File: src/rtl/atm_cf_pkg.sv
package atm_cf_pkg;

  localparam int unsigned CELL_BYTES = 53;
  localparam int unsigned HDR_BYTES  = 5;
  localparam logic [7:0]  HEC_COSET  = 8'h55;
  localparam logic [7:0]  HEC_POLY   = 8'h07;

  typedef enum logic [1:0] {
    SEL_CLASS  = 2'd0,
    SEL_HECERR = 2'd1,
    SEL_TOTAL  = 2'd2,
    SEL_PARITY = 2'd3
  } cnt_sel_e;

  // CRC-8 over 32 header bits, MSB first, then coset
  function automatic logic [7:0] hec_of(input logic [31:0] hdr);
    logic [7:0] crc;
    logic       fb;
    crc = 8'h00;
    for (int i = 31; i >= 0; i--) begin
      fb  = crc[7] ^ hdr[i];
      crc = {crc[6:0], 1'b0} ^ (fb ? HEC_POLY : 8'h00);
    end
    return crc ^ HEC_COSET;
  endfunction

endpackage

File: src/rtl/atm_cf_delay.sv
module atm_cf_delay #(
  parameter int unsigned DEPTH  = 5,
  parameter int unsigned PORT_W = 2
) (
  input  logic                    clk_i,
  input  logic                    rst_ni,
  input  logic                    valid_i,
  input  logic                    soc_i,
  input  logic [7:0]              data_i,
  input  logic [PORT_W-1:0]       port_i,
  output logic [DEPTH-2:0][7:0]   hdr_o,
  output logic                    pre_valid_o,
  output logic                    pre_soc_o,
  output logic [PORT_W-1:0]       pre_port_o,
  output logic                    last_valid_o,
  output logic                    last_soc_o,
  output logic [7:0]              last_data_o,
  output logic [PORT_W-1:0]       last_port_o
);

  logic [DEPTH-1:0]             st_v;
  logic [DEPTH-1:0]             st_s;
  logic [DEPTH-1:0][7:0]        st_d;
  logic [DEPTH-1:0][PORT_W-1:0] st_p;

  for (genvar i = 0; i < DEPTH; i++) begin : g_stage
    logic              nv, ns;
    logic [7:0]        nd;
    logic [PORT_W-1:0] np;
    if (i == 0) begin : g_head
      assign nv = valid_i;
      assign ns = soc_i;
      assign nd = data_i;
      assign np = port_i;
    end else begin : g_body
      assign nv = st_v[i-1];
      assign ns = st_s[i-1];
      assign nd = st_d[i-1];
      assign np = st_p[i-1];
    end
    always_ff @(posedge clk_i or negedge rst_ni) begin
      if (!rst_ni) begin
        st_v[i] <= 1'b0;
        st_s[i] <= 1'b0;
        st_d[i] <= '0;
        st_p[i] <= '0;
      end else begin
        st_v[i] <= nv;
        st_s[i] <= ns & nv;
        st_d[i] <= nd;
        st_p[i] <= np;
      end
    end
  end

  for (genvar k = 0; k < DEPTH - 1; k++) begin : g_tap
    assign hdr_o[k] = st_d[k];
  end

  assign pre_valid_o  = st_v[DEPTH-2];
  assign pre_soc_o    = st_s[DEPTH-2];
  assign pre_port_o   = st_p[DEPTH-2];
  assign last_valid_o = st_v[DEPTH-1];
  assign last_soc_o   = st_s[DEPTH-1];
  assign last_data_o  = st_d[DEPTH-1];
  assign last_port_o  = st_p[DEPTH-1];

endmodule

File: src/rtl/atm_cf_classify.sv
module atm_cf_classify
  import atm_cf_pkg::*;
(
  input  logic [HDR_BYTES-1:0][7:0] hdr_i,   // index = byte number in cell
  output logic                      hec_ok_o,
  output logic                      idle_o,
  output logic                      unas_o
);

  logic zero_top;

  // GFC (upper nibble of byte 0) is don't-care
  assign zero_top = (hdr_i[0][3:0] == 4'h0) && (hdr_i[1] == 8'h00) && (hdr_i[2] == 8'h00);
  assign hec_ok_o = (hec_of({hdr_i[0], hdr_i[1], hdr_i[2], hdr_i[3]}) == hdr_i[4]);
  assign idle_o   = hec_ok_o && zero_top && (hdr_i[3] == 8'h01);
  assign unas_o   = hec_ok_o && zero_top && (hdr_i[3] == 8'h00);

endmodule

File: src/rtl/atm_cf_sat_cnt.sv
module atm_cf_sat_cnt #(
  parameter int unsigned W = 24
) (
  input  logic         clk_i,
  input  logic         rst_ni,
  input  logic         inc_i,
  output logic [W-1:0] cnt_o
);

  always_ff @(posedge clk_i or negedge rst_ni) begin
    if (!rst_ni)                   cnt_o <= '0;
    else if (inc_i && ~&cnt_o)     cnt_o <= cnt_o + 1'b1;
  end

endmodule

File: src/rtl/atm_cell_filter.sv
module atm_cell_filter
  import atm_cf_pkg::*;
#(
  parameter int unsigned NUM_PORTS = 4,
  parameter int unsigned CNT_W     = 24,
  parameter int unsigned RD_W      = 16,
  localparam int unsigned PORT_W   = (NUM_PORTS > 1) ? $clog2(NUM_PORTS) : 1
) (
  input  logic              clk_i,
  input  logic              rst_ni,
  input  logic              cfg_drop_idle_i,
  input  logic              cfg_drop_unas_i,
  input  logic              cfg_count_user_i,
  input  logic              in_valid_i,
  input  logic              in_soc_i,
  input  logic [7:0]        in_data_i,
  input  logic              in_parity_i,
  input  logic [PORT_W-1:0] in_port_i,
  output logic              out_valid_o,
  output logic              out_soc_o,
  output logic [7:0]        out_data_o,
  output logic [PORT_W-1:0] out_port_o,
  input  logic              rd_en_i,
  input  logic [1:0]        rd_sel_i,
  input  logic [PORT_W-1:0] rd_port_i,
  input  logic              rd_hi_i,
  output logic [RD_W-1:0]   rd_data_o
);

  localparam int unsigned HI_W = CNT_W - RD_W;

  // ---------------- header delay ----------------
  logic [HDR_BYTES-2:0][7:0] tap;
  logic                      pre_valid, pre_soc;
  logic [PORT_W-1:0]         pre_port;
  logic                      last_valid, last_soc;
  logic [7:0]                last_data;
  logic [PORT_W-1:0]         last_port;

  atm_cf_delay #(.DEPTH(HDR_BYTES), .PORT_W(PORT_W)) u_delay (
    .clk_i        (clk_i),
    .rst_ni       (rst_ni),
    .valid_i      (in_valid_i),
    .soc_i        (in_soc_i),
    .data_i       (in_data_i),
    .port_i       (in_port_i),
    .hdr_o        (tap),
    .pre_valid_o  (pre_valid),
    .pre_soc_o    (pre_soc),
    .pre_port_o   (pre_port),
    .last_valid_o (last_valid),
    .last_soc_o   (last_soc),
    .last_data_o  (last_data),
    .last_port_o  (last_port)
  );

  logic [HDR_BYTES-1:0][7:0] hdr;
  for (genvar j = 0; j < HDR_BYTES - 1; j++) begin : g_hdr
    assign hdr[j] = tap[HDR_BYTES-2-j];
  end
  assign hdr[HDR_BYTES-1] = in_data_i;

  // ---------------- classification / decision ----------------
  logic hec_ok, is_idle, is_unas;

  atm_cf_classify u_class (
    .hdr_i    (hdr),
    .hec_ok_o (hec_ok),
    .idle_o   (is_idle),
    .unas_o   (is_unas)
  );

  logic decide, drop_d, drop_q;
  assign decide = in_valid_i && pre_valid && pre_soc;
  assign drop_d = (is_idle && cfg_drop_idle_i) || (is_unas && cfg_drop_unas_i);

  // takes effect on the edge byte 0 enters the output stage
  always_ff @(posedge clk_i or negedge rst_ni) begin
    if (!rst_ni)     drop_q <= 1'b0;
    else if (decide) drop_q <= drop_d;
  end

  assign out_valid_o = last_valid && !drop_q;
  assign out_soc_o   = last_soc && !drop_q;
  assign out_data_o  = last_data;
  assign out_port_o  = last_port;

  // ---------------- statistics ----------------
  logic empty_cell, class_hit;
  assign empty_cell = is_idle || is_unas;
  assign class_hit  = hec_ok && (cfg_count_user_i ? !empty_cell : empty_cell);

  logic [NUM_PORTS-1:0][CNT_W-1:0] cls_cnt, hec_cnt, tot_cnt;
  logic [CNT_W-1:0]                par_cnt;

  for (genvar p = 0; p < NUM_PORTS; p++) begin : g_port
    logic hit;
    assign hit = decide && (pre_port == PORT_W'(p));

    atm_cf_sat_cnt #(.W(CNT_W)) u_cls (
      .clk_i (clk_i), .rst_ni (rst_ni), .inc_i (hit && class_hit), .cnt_o (cls_cnt[p]));
    atm_cf_sat_cnt #(.W(CNT_W)) u_hec (
      .clk_i (clk_i), .rst_ni (rst_ni), .inc_i (hit && !hec_ok), .cnt_o (hec_cnt[p]));
    atm_cf_sat_cnt #(.W(CNT_W)) u_tot (
      .clk_i (clk_i), .rst_ni (rst_ni), .inc_i (hit), .cnt_o (tot_cnt[p]));
  end

  logic par_err;
  assign par_err = in_valid_i && !(^{in_data_i, in_parity_i});

  atm_cf_sat_cnt #(.W(CNT_W)) u_par (
    .clk_i (clk_i), .rst_ni (rst_ni), .inc_i (par_err), .cnt_o (par_cnt));

  // ---------------- readout ----------------
  cnt_sel_e         sel;
  logic [CNT_W-1:0] sel_val;
  logic [HI_W-1:0]  hi_snap;
  logic [RD_W-1:0]  rd_q;

  assign sel = cnt_sel_e'(rd_sel_i);

  always_comb begin
    unique case (sel)
      SEL_CLASS:  sel_val = cls_cnt[rd_port_i];
      SEL_HECERR: sel_val = hec_cnt[rd_port_i];
      SEL_TOTAL:  sel_val = tot_cnt[rd_port_i];
      default:    sel_val = par_cnt;
    endcase
  end

  always_ff @(posedge clk_i or negedge rst_ni) begin
    if (!rst_ni) begin
      rd_q    <= '0;
      hi_snap <= '0;
    end else if (rd_en_i) begin
      if (rd_hi_i) begin
        rd_q    <= {{(RD_W-HI_W){1'b0}}, hi_snap};
        hi_snap <= '0;
      end else begin
        rd_q    <= sel_val[RD_W-1:0];
        hi_snap <= sel_val[CNT_W-1:RD_W];
      end
    end
  end

  assign rd_data_o = rd_q;

endmodule

File: config.mk
export PLATFORM = sky130hd
export DESIGN_NAME = atm_cell_filter
export DESIGN_NICKNAME = d
export VERILOG_FILES = /design/src/rtl/atm_cf_pkg.sv /design/src/rtl/atm_cf_delay.sv /design/src/rtl/atm_cf_classify.sv /design/src/rtl/atm_cf_sat_cnt.sv /design/src/rtl/atm_cell_filter.sv
export SDC_FILE = /design/constraint.sdc
export NUM_CORES = 1
export LEC_CHECK = 0
export CAP_MARGIN = 20
export CORE_AREA = 2 2 227 229
export DETAILED_ROUTE_END_ITERATION = 12
export DIE_AREA = 0 0 229 231
export GPL_ROUTABILITY_DRIVEN = 0
export MAX_ROUTING_LAYER = met4
export PLACE_DENSITY = 0.63
export SLEW_MARGIN = 15
export SYNTH_ARGS = -nofsm -noshare
export SYNTH_HDL_FRONTEND = slang
export SYNTH_SLANG_ARGS = --single-unit
File: constraint.sdc
create_clock -name clk_i -period 5.61 [get_ports clk_i]
set_input_delay 1.122 -clock clk_i [delete_from_list [all_inputs] [get_ports clk_i]]
set_output_delay 1.122 -clock clk_i [all_outputs]
set_load 0.01 [all_outputs]
Yosys cells after proc, flatten, opt, wreduce, memory -nomap -nowiden

Index checks and enable logic that the tools add are counted.

Output and inout port bits: 28
Memory bits (read-only): 0
Memory bits (writable): 0
Input port bits: 24
Latch bits: 0
Memories kept: 0
Bits in registers: 397
Word-level logic and storage cells: 244

Reductions and logical operators: 77
Shift operators: 0
Bitwise gates (word level): 68
Order comparisons: 1
$add $sub $neg: 13
Multipliers: 0
Div/mod/pow operators: 0
Equality and inequality tests: 7
Muxes and demuxes: 42

Operators with widths:

| operator                | count |
|---|---|
| $add A24 B1 Y24 const B | 13 |
| $reduce_and A24 Y1      | 13 |
| $xor A8 B8 Y8           | 31 |
| $bmux W24 S2            | 3 |
| $mux W3                 | 32 |
| $mux W24                | 3 |
| $pmux W24 S3            | 1 |
| $logic_and A1 B1 Y1     | 38 |
| $xor A1 B1 Y1           | 30 |
| $logic_not A8 Y1        | 3 |
| $logic_not A1 Y1        | 17 |
| $mux W16                | 1 |
| $reduce_xor A9 Y1       | 1 |
| $eq A8 B1 Y1 const B    | 1 |
| $eq A8 B8 Y1            | 1 |
| $mux W8                 | 1 |
| $eq A2 B2 Y1 const B    | 3 |
| $and A1 B1 Y1           | 5 |
| $eq A2 B1 Y1 const B    | 2 |
| $logic_not A2 Y1        | 2 |
| $logic_not A4 Y1        | 1 |
| $not A4 Y4              | 1 |
| $lt A2 B3 Y1 const B    | 1 |
| $logic_or A1 B1 Y1      | 2 |
| 2 further kinds         | 2 |

Longest topological paths before layout

Gate-level depths: netlist (run 1).

Depth in word-level cells: 103
Mapped depth: 13
Depth with buffers taken out: 11

Cells and area by module

Synthesis (run 1) repeated with hierarchy kept, for this count alone.

Cell total of the unflattened synthesis: 1977
Area total of the unflattened synthesis: 21758.4 sq um

By module, submodules not included:

| module          | instances | area an instance (sq um) | cells each |
|---|---|---|---|
| atm_cf_sat_cnt  | 13        | 1176.1                   | 108 |
| atm_cell_filter | 1         | 3758.6                   | 399 |
| atm_cf_delay    | 1         | 1532.7                   | 65 |
| atm_cf_classify | 1         | 1177.4                   | 109 |

Least setup slack after synthesis (run 1)

OpenSTA, ideal clock, no wires.

Path kind: reg2reg
Start: register u_delay.st_d, in the netlist u_delay.g_stage[4].nd[3]
End: register g_port[0].u_cls.cnt_o[1]
Setup time: 0.127 ns
Arrival: 4.144 ns
Setup slack: 1.338 ns
Clock period less this slack: 4.272 ns
Required time: 5.483 ns
Cell stages (with the launch flop): 12
Cells stage by stage: dfrtp_1 inv_1 ha_1 xnor2_1 xnor3_1 xnor2_2 xnor3_1 or3_1 a222oi_1 o21ai_2 or4_4 mux2_1

Longest elaborated chain between the ends: 48
Elaborated cells between the ends (all ways): 80
Those cells by class: eq/ne (1); mux (20); bitwise (48); reduce/logical (11)

RTL lines:

| item                                                  | RTL line                                     | source |
|---|---|---|
| start, declared                                       | atm_cf_delay.sv:23                           | `logic [DEPTH-1:0][7:0] st_d;` |
| start signal, assigned by index                       | atm_cf_delay.sv:50                           | `st_d[i] <= nd;` |
| $xor A1 B1 Y1                                         | atm_cf_pkg.sv:21                             | `fb = crc[7] ^ hdr[i];` |
| $mux W3                                               | atm_cf_pkg.sv:22                             | `crc = {crc[6:0], 1'b0} ^ (fb ? HEC_POLY : 8'h00);` |
| $xor A8 B8 Y8 (6 in series)                           | atm_cf_pkg.sv:22                             |  |
| $xor A1 B1 Y1 / $xor A8 B8 Y8 (equally long branches) | atm_cf_pkg.sv:21, atm_cf_pkg.sv:22           |  |
| $mux W3, or another cell as far along                 | atm_cf_pkg.sv:22                             |  |
| $xor A8 B8 Y8, or another cell as far along           | atm_cf_pkg.sv:22                             |  |
| $xor A8 B8 Y8 / $mux W3 (equally long branches)       | atm_cf_pkg.sv:22                             |  |
| $xor A8 B8 Y8 (4 in series)                           | atm_cf_pkg.sv:22                             |  |
| [24 not listed]                                       | --                                           |  |
| $logic_and A1 B1 Y1                                   | atm_cf_classify.sv:15, atm_cf_classify.sv:16 |  |
| $logic_and A1 B1 Y1, on equally long branches         | atm_cf_classify.sv:15, atm_cf_classify.sv:16 |  |
| $logic_or A1 B1 Y1                                    | atm_cell_filter.sv:90                        | `assign empty_cell = is_idle \|\| is_unas;` |
| $logic_not A1 Y1                                      | atm_cell_filter.sv:91                        | `assign class_hit = hec_ok && (cfg_count_user_i ? !empty_cell : empty_cell);` |
| $mux W1                                               | atm_cell_filter.sv:91                        |  |
| $logic_and A1 B1 Y1 *                                 | atm_cell_filter.sv:91                        |  |
| $logic_and A1 B1 Y1 *                                 | atm_cell_filter.sv:101                       | `.clk_i (clk_i), .rst_ni (rst_ni), .inc_i (hit && class_hit), .cnt_o (cls_cnt[p]));` |
| $logic_and A1 B1 Y1 *                                 | atm_cf_sat_cnt.sv:12                         | `else if (inc_i && ~&cnt_o) cnt_o <= cnt_o + 1'b1;` |
| end signal, assigned                                  | atm_cf_sat_cnt.sv:12                         |  |
| end, declared                                         | atm_cf_sat_cnt.sv:7                          | `output logic [W-1:0] cnt_o` |

Mark *: on every way between the ends. The rest lies on a longest branch, timed or not.
A chain may end at the register's enable or synchronous reset.

Worst setup path in the final report (run 1)

Start: register u_delay.st_d, in the netlist u_delay.g_stage[4].nd[3]
End: register g_port[1].u_cls.cnt_o[1]

Longest elaborated chain between the ends: 48
Elaborated cells between the ends (all ways): 80
Those cells by class: eq/ne (1); mux (20); bitwise (48); reduce/logical (11)

RTL lines:

| item                                                  | RTL line |
|---|---|
| $xor A1 B1 Y1                                         | atm_cf_pkg.sv:21 |
| $mux W3                                               | atm_cf_pkg.sv:22 |
| $xor A8 B8 Y8 (6 in series)                           | atm_cf_pkg.sv:22 |
| $xor A1 B1 Y1 / $xor A8 B8 Y8 (equally long branches) | atm_cf_pkg.sv:21, atm_cf_pkg.sv:22 |
| $mux W3, or another cell as far along                 | atm_cf_pkg.sv:22 |
| $xor A8 B8 Y8, or another cell as far along           | atm_cf_pkg.sv:22 |
| $xor A8 B8 Y8 / $mux W3 (equally long branches)       | atm_cf_pkg.sv:22 |
| $xor A8 B8 Y8 (4 in series)                           | atm_cf_pkg.sv:22 |
| [24 not listed]                                       | -- |
| $logic_and A1 B1 Y1                                   | atm_cf_classify.sv:15, atm_cf_classify.sv:16 |
| $logic_and A1 B1 Y1, on equally long branches         | atm_cf_classify.sv:15, atm_cf_classify.sv:16 |
| $logic_or A1 B1 Y1                                    | atm_cell_filter.sv:90 |
| $logic_not A1 Y1                                      | atm_cell_filter.sv:91 |
| $mux W1                                               | atm_cell_filter.sv:91 |
| $logic_and A1 B1 Y1 *                                 | atm_cell_filter.sv:91 |
| $logic_and A1 B1 Y1 *                                 | atm_cell_filter.sv:101 |
| $logic_and A1 B1 Y1 *                                 | atm_cf_sat_cnt.sv:12 |
| end signal, assigned                                  | atm_cf_sat_cnt.sv:12 |
| end, declared                                         | atm_cf_sat_cnt.sv:7 |

Marks and branches as above.

==> results of run 1 <==
-- critical path, cell delays in order, from the launching register on --
cell and delay [ps]:
dfrtp_1 480, inv_1 80, ha_1 290, xnor2_1 290, xnor3_1 480, xnor2_2 360
xnor3_1 410, or3_1 350, a222oi_1 660, o21a_4 470, buf_4 350, nand2_1 140
mux2_2 300
-- cell type report --
cell class,count,share of cell area [%]
Sequential cell,397,42.8
Clock buffer,71,5.70
Inverter,57,0.922
Timing Repair Buffer,74,3.08
Tap cell,680,3.67
Clock inverter,9,0.334
Multi-Input combinational cell,1209,43.5
-- logic make-up (layout without fill, tap and decap cells) --
logic type      after synthesis  in the layout  share of synthesized area [%]
simple gates                654            654                           17.1
flops                       397            397                           48.5
xor+xnor                    372            372                           17.8
buf+inv                     130            211                           2.41
mux                         118            118                           11.7
compound gates               51             51                           1.72
fa+ha+maj                    14             14                          0.855
-- Yosys cell counts, types with 26 or more instances --
cell	instances
nand3_1	120
xnor3_1	26
nor2_1	63
and3_1	84
xnor2_1	203
clkbuf_1	60
nand4_1	84
inv_1	57
xor2_1	139
nor3_1	66
nand2_1	117
mux4_2	96
nor4_1	40
dfrtp_1	397
-- registers in the layout, indices dropped and copies added (netlist names), 3 cells and up --
register and cells:
rd_data_o 16, u_delay.g_stage.nd 32, u_par.cnt_o 24, g_port.u_cls.cnt_o 96, g_port.u_tot.cnt_o 96, u_delay.g_stage.nv 3, u_delay.g_stage.np 6, g_port.u_hec.cnt_o 96
u_delay.last_data_o 8, u_delay.g_stage.ns 3, hi_snap 8
-- worst max-delay path by stage --
stage / to / depth (start not counted) / start / slack, ps
floorplan: g_port[0].u_cls.cnt_o[1] / 11 / u_delay.g_stage[4].nd[3] / 1340
global placement: g_port[1].u_cls.cnt_o[1] / 12 / u_delay.g_stage[4].nd[3] / 960
detailed placement: g_port[1].u_cls.cnt_o[1] / 12 / u_delay.g_stage[4].nd[3] / 880
CTS: g_port[1].u_cls.cnt_o[1] / 12 / u_delay.g_stage[4].nd[3] / 860
global route: g_port[1].u_cls.cnt_o[1] / 12 / u_delay.g_stage[4].nd[3] / 590
finish: g_port[1].u_cls.cnt_o[1] / 12 / u_delay.g_stage[4].nd[3] / 820
-- power by group through the flow --
stage	registers (mW)	logic, mW	clock network (mW)
finish	2.98	0.817	2.83
global route	2.99	0.882	3.01
CTS	2.98	0.819	2.90
detailed placement	3.03	0.814	0
global placement	3.03	0.800	0
floorplan	3.02	0.591	0
-- through the flow --
stage | hold WS (ps) | total power [mW] | std cells | setup slack (ps) | utilization [%]
floorplan | 331 | 3.61 | 1736 | 1340 | -
global placement | 332 | 3.83 | 2417 | 964 | 43.0
detailed placement | 335 | 3.84 | 2417 | 882 | 43.0
CTS | 343 | 6.69 | 2497 | 855 | 45.8
global route | 366 | 6.87 | 2497 | 587 | 45.8
finish | 342 | 6.62 | 2497 | 817 | 45.8
-- layer usage --
metal	up-vias	track usage (%)	share of wire, %
li1	6332	-	-
met1	7047	27.5	45
met2	351	30.4	45
met3	90	4.59	6.4
met4	0	6.55	3.2
met5	-	-	0
==> impl_metrics.csv, run 1 <==
group,metric,value,unit
run_status,outcome,"completed",
finish,syn_to_final_growth,13.2,%
place,portBuffers,51,
cts,clock_latency,580,ps
setup_path,reg2reg_from,"u_delay.g_stage[4].nd[3]",
timing,tightest_slew,1070,ps
timing,max_clock_freq,209,MHz
cts,tritoncts,"done",
route,viasPerCell,5.53,
finish,layout_common_cells,"397 x dfrtp_1, 203 x xnor2_1, 139 x xor2_1, 120 x nand3_1, 117 x nand2_1",
die,fp.dieArea,0.0529,mm²
die,die_y,231,µm
timing,period_minus_slack,4790,ps
setup_path,crit_arrival,5260,ps
route,drt_iter0_drc,957,
logic_synthesis,yosysWarnings,0,
global_route,grt.total_usage,20.3,%
die,core,0.0507,mm²
logic_synthesis,synth_area,0.0205,mm²
logic_synthesis,async_reset_ff_share,100,%
timing,max_slew_margin,28.7,%
setup_path,crit_fanout,29,
global_route,grt_max_degree,96,
cts,htree_levels,2,
logic_synthesis,ys_types,54,
finish,final_nets,1822,
run,maxCapViolCount,0,
place,dpl_cell_area,0.0218,mm²
logic_synthesis,synth.top_cell.area_share,48.5,%
timing,finalSetupTns,0,ps
setup_path,required,6080,ps
logic_synthesis,ys_ff_latch,397,
timing,rsz0062_at_grt,"no",
cts,clockRootBuffer,"clkbuf_16",
route,first_pass_iters,5,
global_route,grt-ovfl-total,0,
hold_path,hold_class,"register to register",
cts,clockBufferDepth,3,
timing,slew_violations,0,
power_and_ir_drop,p_sw_share,25.4,%
hold_path,worstHoldStart,"u_delay.g_stage[3].np[1]",
cts,hold_buffers,0,
power_and_ir_drop,p_switching,1.69,mW
logic_synthesis,synth.area.top_cells,"dfrtp_1 48%, mux4_2 11%, xnor2_1 8.7%, xor2_1 5.9%, nand3_1 2.9%",
logic_synthesis,syn_inst,1736,
logic_synthesis,synth_flop_cell,"dfrtp_1",
timing,hold_viol,0,
setup_path,startpoint_type,"register",
power_and_ir_drop,leakage,10.5,nW
power_and_ir_drop,p_int,4.94,mW
route,wirelength,51.2,mm
finish,antenna_cells,0,
power_and_ir_drop,combPwrFrac,12.3,%
timing,skew,17.9,ps
finish,layout_commonest_cell,"dfrtp_1",
setup_path,endpoint_kind,"register",
timing,fin_crit_sh,85.4,%
setup_path,rr_endpoint,"g_port[1].u_cls.cnt_o[1]",
cts,cts_setup_buffers,0,
route,dr_total_vias,13800,
cts,clk_pin_slew,60,ps
die,initial_utilization,40.4,%
cts,ctsResizeCount,0,
logic_synthesis,syn-num-nets,1774,
place,dp.final_hpwl,36.8,mm
die,die_w,229,µm
finish,drive_above_1_share,11.8,%
power_and_ir_drop,seqPwrFrac,45.0,%
logic_synthesis,yosysSeqAreaShare,48.5,%
setup_path,reg2reg_slack,820,ps
finish,multiInputGateArea,0.0101,mm²
die,rows,83,
global_route,antenna_found_initial,4,
logic_synthesis,synth_edf_count,0,
logic_synthesis,avgSynthCellArea,11.8,µm²
logic_synthesis,synth_top_area_cell,"dfrtp_1",
power_and_ir_drop,p_per_area,285,mW/mm²
setup_path,critical_path_class,"register to register",
power_and_ir_drop,ir_worst_vdd,0.000192,V
route,routedWlPerCell,20.5,µm
die,io_pins,52,
route,antenna_left,0,
route,drc_errors,0,
finish,final_area,0.0232,mm²
hold_path,hold_depth,0,
cts,cts_sinks,397,
finish,seq_area,0.00993,mm²
finish,fillCellCount,4590,
power_and_ir_drop,clkPwrFrac,42.7,%
global_route,grt_pass1_vias,13800,
timing,finalSetupViolCount,0,
setup_path,rr_worst_depth,12,
global_route,grt_pass1_wl,81.2,mm
cts,numCtsBuffers,45,
hold_path,min_to,"u_delay.pre_port_o[1]",
Power figures use the tool's default switching activity.
==> inputs of run 2 (changes only) <==
--- a/config.mk
+++ b/config.mk
@@ -12,7 +12,7 @@
 export GPL_ROUTABILITY_DRIVEN = 0
 export MAX_ROUTING_LAYER = met4
 export PLACE_DENSITY = 0.63
-export SLEW_MARGIN = 15
+export SLEW_MARGIN = 20
 export SYNTH_ARGS = -nofsm -noshare
 export SYNTH_HDL_FRONTEND = slang
 export SYNTH_SLANG_ARGS = --single-unit
==> results of run 2 <==
No change in the layout: final DEF, timing and power equal those of run 1.
